`config.mk`:
```
export PLATFORM = sky130hd
export DESIGN_NAME = ps2dev_tx
export DESIGN_NICKNAME = d
export VERILOG_FILES = /design/src/rtl/ps2tx_pkg.sv /design/src/rtl/ps2tx_sync.sv /design/src/rtl/ps2tx_timer.sv /design/src/rtl/ps2tx_frame.sv /design/src/rtl/ps2dev_tx.sv
export SDC_FILE = /design/constraint.sdc
export NUM_CORES = 1
export LEC_CHECK = 0
export BUFFER_PORTS_ARGS = -buffer_cell sky130_fd_sc_hd__buf_2
export CAP_MARGIN = 10
export CORE_UTILIZATION = 55
export CTS_BUF_LIST = sky130_fd_sc_hd__clkbuf_8
export CTS_CLUSTER_DIAMETER = 30
export DETAILED_ROUTE_END_ITERATION = 12
export PLACE_DENSITY = 0.82
export SYNTH_ARGS = -nofsm -noshare
export SYNTH_HDL_FRONTEND = slang
export SYNTH_HIERARCHICAL = 1
export SYNTH_SLANG_ARGS = --single-unit
```
`constraint.sdc`:
```
create_clock -name clk -period 5.5 [get_ports clk]
set_input_delay 1.1 -clock clk [delete_from_list [all_inputs] [get_ports clk]]
set_output_delay 1.1 -clock clk [all_outputs]
set_load 0.02 [all_outputs]
```
`src/rtl/ps2tx_pkg.sv`:
```
package ps2tx_pkg;

  localparam int DATA_W     = 8;
  localparam int FRAME_BITS = DATA_W + 2;  // start + data + parity

  typedef enum logic [2:0] {
    ST_IDLE,
    ST_WAIT_HIGH,
    ST_GUARD,
    ST_SETUP,
    ST_LOW,
    ST_HOLD,
    ST_STOP_SETUP,
    ST_STOP_LOW
  } tx_state_t;

  function automatic logic odd_fill(input logic [DATA_W-1:0] b);
    return ~(^b);
  endfunction

endpackage

```
`src/rtl/ps2tx_sync.sv`:
```
module ps2tx_sync #(
  parameter int W      = 2,
  parameter int STAGES = 2
) (
  input  logic         clk,
  input  logic         rst_n,
  input  logic [W-1:0] d,
  output logic [W-1:0] q
);

  logic [W-1:0] pipe [STAGES];

  genvar s;
  generate
    for (s = 0; s < STAGES; s++) begin : g_stage
      if (s == 0) begin : g_first
        always_ff @(posedge clk or negedge rst_n) begin
          if (!rst_n) pipe[0] <= '1;
          else        pipe[0] <= d;
        end
      end else begin : g_next
        always_ff @(posedge clk or negedge rst_n) begin
          if (!rst_n) pipe[s] <= '1;
          else        pipe[s] <= pipe[s-1];
        end
      end
    end
  endgenerate

  assign q = pipe[STAGES-1];

endmodule

```
`src/rtl/ps2tx_timer.sv`:
```
module ps2tx_timer #(
  parameter int TW = 16
) (
  input  logic          clk,
  input  logic          rst_n,
  input  logic          restart,
  input  logic [TW-1:0] dur,
  output logic          expire
);

  logic [TW-1:0] cnt;

  always_ff @(posedge clk or negedge rst_n) begin
    if (!rst_n)       cnt <= '0;
    else if (restart) cnt <= '0;
    else              cnt <= cnt + 1'b1;
  end

  assign expire = (cnt == dur - 1'b1);

endmodule

```
`src/rtl/ps2tx_frame.sv`:
```
module ps2tx_frame
  import ps2tx_pkg::*;
(
  input  logic [DATA_W-1:0]     byte_in,
  output logic [FRAME_BITS-1:0] bits
);

  always_comb begin
    bits[0] = 1'b0;
    for (int i = 0; i < DATA_W; i++) bits[i+1] = byte_in[i];
    bits[FRAME_BITS-1] = odd_fill(byte_in);
  end

endmodule

```
`src/rtl/ps2dev_tx.sv`:
```
module ps2dev_tx
  import ps2tx_pkg::*;
#(
  parameter int CLKS_PER_US = 50,
  parameter int SETUP_US    = 20,
  parameter int LOW_US      = 40,
  parameter int HOLD_US     = 20,
  parameter int GUARD_US    = 50,
  parameter int STOP_LOW_US = 370,
  parameter int SYNC_STAGES = 2
) (
  input  logic       clk,
  input  logic       rst_n,
  input  logic [7:0] tx_data,
  input  logic       tx_valid,
  output logic       tx_ready,
  output logic       tx_done,
  output logic       tx_abort,
  input  logic       ps2_clk_in,
  input  logic       ps2_dat_in,
  output logic       ps2_clk_oe,
  output logic       ps2_dat_oe
);

  localparam int SETUP_CLKS = SETUP_US * CLKS_PER_US;
  localparam int LOW_CLKS   = LOW_US * CLKS_PER_US;
  localparam int HOLD_CLKS  = HOLD_US * CLKS_PER_US;
  localparam int GUARD_CLKS = GUARD_US * CLKS_PER_US;
  localparam int STOP_CLKS  = STOP_LOW_US * CLKS_PER_US;
  localparam int MAX_A      = (SETUP_CLKS > LOW_CLKS) ? SETUP_CLKS : LOW_CLKS;
  localparam int MAX_B      = (HOLD_CLKS > GUARD_CLKS) ? HOLD_CLKS : GUARD_CLKS;
  localparam int MAX_C      = (MAX_A > MAX_B) ? MAX_A : MAX_B;
  localparam int MAX_CLKS   = (MAX_C > STOP_CLKS) ? MAX_C : STOP_CLKS;
  localparam int TW         = $clog2(MAX_CLKS + 1);
  localparam int IDX_W      = $clog2(FRAME_BITS);
  localparam logic [IDX_W-1:0] LAST_IDX = IDX_W'(FRAME_BITS - 1);

  tx_state_t              state, state_n;
  logic [IDX_W-1:0]       bit_idx;
  logic [DATA_W-1:0]      byte_q;
  logic [FRAME_BITS-1:0]  frame_bits;
  logic                   clk_s, dat_s;
  logic                   expire, restart;
  logic [TW-1:0]          dur;
  logic                   finish, abort_go;

  ps2tx_sync #(.W(2), .STAGES(SYNC_STAGES)) u_sync (
    .clk   (clk),
    .rst_n (rst_n),
    .d     ({ps2_clk_in, ps2_dat_in}),
    .q     ({clk_s, dat_s})
  );

  ps2tx_frame u_frame (
    .byte_in (byte_q),
    .bits    (frame_bits)
  );

  ps2tx_timer #(.TW(TW)) u_timer (
    .clk     (clk),
    .rst_n   (rst_n),
    .restart (restart),
    .dur     (dur),
    .expire  (expire)
  );

  always_comb begin
    unique case (state)
      ST_GUARD:      dur = TW'(GUARD_CLKS);
      ST_SETUP:      dur = TW'(SETUP_CLKS);
      ST_LOW:        dur = TW'(LOW_CLKS);
      ST_HOLD:       dur = TW'(HOLD_CLKS);
      ST_STOP_SETUP: dur = TW'(SETUP_CLKS);
      ST_STOP_LOW:   dur = TW'(STOP_CLKS);
      default:       dur = TW'(MAX_CLKS);
    endcase
  end

  always_comb begin
    state_n  = state;
    finish   = 1'b0;
    abort_go = 1'b0;
    unique case (state)
      ST_IDLE:
        if (tx_valid) state_n = ST_WAIT_HIGH;
      ST_WAIT_HIGH:
        if (clk_s) state_n = ST_GUARD;
      ST_GUARD:
        if (expire) begin
          if (!clk_s) begin
            state_n = ST_WAIT_HIGH;
          end else if (!dat_s) begin
            state_n  = ST_IDLE;
            abort_go = 1'b1;
          end else begin
            state_n = ST_SETUP;
          end
        end
      ST_SETUP:
        if (expire) state_n = ST_LOW;
      ST_LOW:
        if (expire) state_n = ST_HOLD;
      ST_HOLD:
        if (expire) state_n = (bit_idx == LAST_IDX) ? ST_STOP_SETUP : ST_SETUP;
      ST_STOP_SETUP:
        if (expire) state_n = ST_STOP_LOW;
      ST_STOP_LOW:
        if (expire) begin
          state_n = ST_IDLE;
          finish  = 1'b1;
        end
      default:
        state_n = ST_IDLE;
    endcase
  end

  assign restart = (state_n != state);

  always_ff @(posedge clk or negedge rst_n) begin
    if (!rst_n) begin
      state    <= ST_IDLE;
      bit_idx  <= '0;
      byte_q   <= '0;
      tx_done  <= 1'b0;
      tx_abort <= 1'b0;
    end else begin
      state    <= state_n;
      tx_done  <= finish;
      tx_abort <= abort_go;
      if (state == ST_IDLE && tx_valid) begin
        byte_q  <= tx_data;
        bit_idx <= '0;
      end else if (state == ST_HOLD && expire && bit_idx != LAST_IDX) begin
        bit_idx <= bit_idx + 1'b1;
      end
    end
  end

  assign tx_ready   = (state == ST_IDLE);
  assign ps2_clk_oe = (state == ST_LOW) || (state == ST_STOP_LOW);
  assign ps2_dat_oe = ((state == ST_SETUP) || (state == ST_LOW) || (state == ST_HOLD))
                      && !frame_bits[bit_idx];

endmodule

```
==> out/results.txt <==
Summing every instance area after synthesis gives 2490 um2. Entering global routing, the biggest net connects 37 pins. The total overflow reported by the global router was 0.

TritonCTS built the clock tree. Fill cells in the final layout number 362. The total iterations of the first detailed-routing run is 4.

The top cell types in the final layout, fill and taps aside, are 32 x dfrtp_1, 25 x nor2_1, 21 x conb_1. IR analysis of the VDD net gives a maximum drop of 0.000204 V. The final hold violation count was 0; the internal power was 0.000496 W. The per-cell via count in the routed design is 5.58.

The critical path arrival is 4.49 ns, and the overall die area is 4800 um2. The buffers inserted during post-CTS setup optimization came out at 0. At the pin with the least slew margin, the transition time is 1.15 ns.

In this run the remaining antenna-violating nets after routing total 0. The startpoint identified for the worst hold timing path is u_sync/pipe[2]. The critical path required time came out at 5.65 ns. The reg-to-reg setup timing slack is 1.16 ns, and the pre-CTS setup slack is 1.20 ns.

Setup repair after global routing left no endpoint under its margin. Counting flops and latches in the post-synthesis netlist gives 36. Port buffering added 17 buffers.

For this run, the number of Yosys warnings is 6. In this run the standard cell core region covers 4350 um2. The number of hold buffers added after CTS was 0. The reported max-cap violation count was 0; the detailed-route wire length per cell was 13.1 um. The logs give 310 for the number of nets in the layout and 0.0131 ns for the setup skew after layout. During I/O placement, the number of pins put on the boundary was 18. Share of synthesized registers carrying an async set or reset: 100%. The reg-to-reg startpoint is state[0]. The run finished with clean final reports.

Setup violations remaining at the end of the flow were counted as 0. Counting the buffers created by CTS gives 5. The worst register-to-register path ends at u_timer/cnt[13]. In the finished design, the share of the clock period the worst path needs comes to 78.8%. From left edge to right edge, the die measures 69.3 um. The tools report the effective utilization at floorplan as 57.2%.

For the final weighted congestion of routability-driven global placement, the log shows 0.894. Across all layers, the routed design uses 1932 vias. Remaining routing DRC violations: 0. The root buffer cell chosen for the clock tree is clkbuf_8. After clock tree synthesis, the repair step resized 0 gates.

The largest fanout on the critical path is 19. The tools report the post-route setup TNS as 0 ns. CTS saw 36 sinks. Compared with the post-synthesis result, the final layout area differs by 7.89%.

The cell count after synthesis came out at 271. Clock-pin slew was measured on the worst setup and hold paths at 0.08 ns. The diode insertion count for antenna repair is 0. The switching part of the total power is 29.4%.

For this design the ratio of total power to cell area is 262 nW/um2. The worst hold-check path type was flop to flop. Measured in cells, the most critical reg-to-reg path has a length of 12. Yosys mapped the design onto 59 distinct sky130hd cell types. The portion of the post-synthesis area used by sequential elements is 36.4%, and the total wire length after detailed routing is 4530 um. The run gives 32.6% as the portion of total power attributed to the clock network. In this run the deepest clock path goes through 2 buffers. The run gives 0.000207 W as the net switching power of the design. By startpoint and endpoint, the worst setup path is classified as flop to flop. Total number of placement rows: 24. For the number of antenna violations at the first check in global routing, the log shows 0. In this run the number of H-tree levels came out at 2. Fraction of power consumed by sequential logic: 48.7%. The tools report the startpoint type of the worst setup path as a flop. The tools report the worst slew margin relative to its limit as 22.5%.

The commonest non-fill, non-tap cell in the layout is dfrtp_1. For this design the static power due to leakage is 1.16 nW. The average size of a mapped cell is 9.18 um2. The number of pins exceeding their max-slew limit in the final report was 0; the post-layout minimum cycle time was 4.34 ns. The tools report the via count of the first global-routing pass as 1805. Cells with a size suffix above 1 make up 12.9% of the layout.

The sum of net half-perimeters after detailed placement was 3360 um. The tools report the first-pass GRT wire length as 7940 um. The highest clock rate came out at 231 MHz. In the synthesized netlist the dominant register cell turns out to be dfrtp_1. The run gives 0.29 ns as the latest clock arrival within the worst-skew pair. On the final layout, the worst hold slack is 0.356 ns. STA classifies the critical path endpoint as a flop.

The detailed router finished its first iteration with 223 violations. The fraction of power consumed by combinational cells came out at 18.7%. The number of synthesized flops with an enable pin is 0, and the hold path depth is 0. The die is 69.3 um tall. The tools report the total track usage as 20.6%. The worst hold path terminates at u_sync/q[0].

Setup slack closes at 1.16 ns.
## power by group through the flow
| stage | combinational (W) | clock, W | sequential [W] |
|---|---|---|---|
| floorplan | 0.000118 | 0 | 0.000328 |
| global placement | 0.000125 | 0 | 0.000345 |
| detailed placement | 0.000130 | 0 | 0.000347 |
| CTS | 0.000132 | 0.000234 | 0.000342 |
| global route | 0.000151 | 0.000244 | 0.000348 |
| finish | 0.000131 | 0.000229 | 0.000342 |
## worst max-delay path, cell delays in order, from the launching register on
cell and delay [ns]:
dfrtp_1 0.67, nand2_1 0.18, xnor2_1 0.62, inv_1 0.27
nor4_1 0.46, o221ai_1 0.18, a2111oi_1 0.34, o2111a_1 0.38
and4b_1 0.30, a21oi_1 0.09, o31ai_1 0.09, o21a_1 0.51
nor2_1 0.10
## kinds of logic after synthesis
| logic type | synth area share, % |
|---|---|
| compound gates | 11.9 |
| xor+xnor | 11.6 |
| fa+ha+maj | 2.01 |
| buf+inv | 6.99 |
| flops | 36.4 |
| mux | 7.39 |
| other cells | 0.452 |
| simple gates | 23.2 |
## cells in the mapped netlist, drive strengths merged, types with 4 or more instances
| library cell | number | area, um2 |
|---|---|---|
| dfrtp | 32 | 801 |
| nor2 | 25 | 93.8 |
| xnor2 | 20 | 175 |
| nand3 | 18 | 90.1 |
| buf | 17 | 116 |
| nand2 | 13 | 48.8 |
| xor2 | 13 | 114 |
| o21ai | 12 | 60.1 |
| nor3 | 10 | 50.1 |
| inv | 9 | 33.8 |
| mux2 | 9 | 101 |
| a21oi | 8 | 47.6 |
| or3 | 7 | 48.8 |
| nor2b | 6 | 37.5 |
| nand2b | 5 | 31.3 |
| dfstp | 4 | 105 |
| ha | 4 | 50.1 |
| nand4 | 4 | 25.0 |
| nor4 | 4 | 25.0 |
## through the flow
step                      instances  total power [W]  instance area, um2  util (%)
final                           346         0.000703                2690      61.7
after global routing            346         0.000743                2690      61.7
after CTS                       346         0.000708                2690      61.7
after detailed placement        338         0.000477                2570      59.1
after global placement          338         0.000470                2570      59.1
after floorplan                 289         0.000445                2560         -
## area by class of cell
| cell class | instances | area (um2) | area share [%] |
|---|---|---|---|
| clock buffer | 5 | 68.8 | 2.56 |
| clock inverter | 3 | 42.5 | 1.58 |
| inverter | 9 | 33.8 | 1.26 |
| multi-input combinational | 223 | 1480 | 55.0 |
| sequential | 36 | 906 | 33.7 |
| tap | 52 | 65.1 | 2.42 |
| timing repair buffer | 18 | 92.6 | 3.45 |
## state kept, by name (all words and copies together) (netlist names)
signal	flops
u_timer/cnt	15
tx_abort	1
u_sync/pipe	2
u_sync/q	2
tx_done	1
state	3
bit_idx	4
byte_q	8
## how the worst max path moves through the flow
stage | start | slack [ns] | to
after CTS | state[0] | 1.15 | u_timer/cnt[13]
after global placement | state[0] | 1.34 | u_timer/cnt[13]
after detailed placement | state[0] | 1.20 | u_timer/cnt[14]
final | state[0] | 1.16 | u_timer/cnt[13]
after global routing | state[0] | 0.63 | u_timer/cnt[3]
after floorplan | state[1] | 1.62 | u_timer/cnt[10]
## layer usage
layer	part of all wire, %	track usage [%]	wire length (um)
met5	0	0	0
met3	4.2	3.49	191
met2	46	32.5	2090
met4	1.8	8.39	81
met1	48	28.1	2170
(Power assumes the default switching activity.)
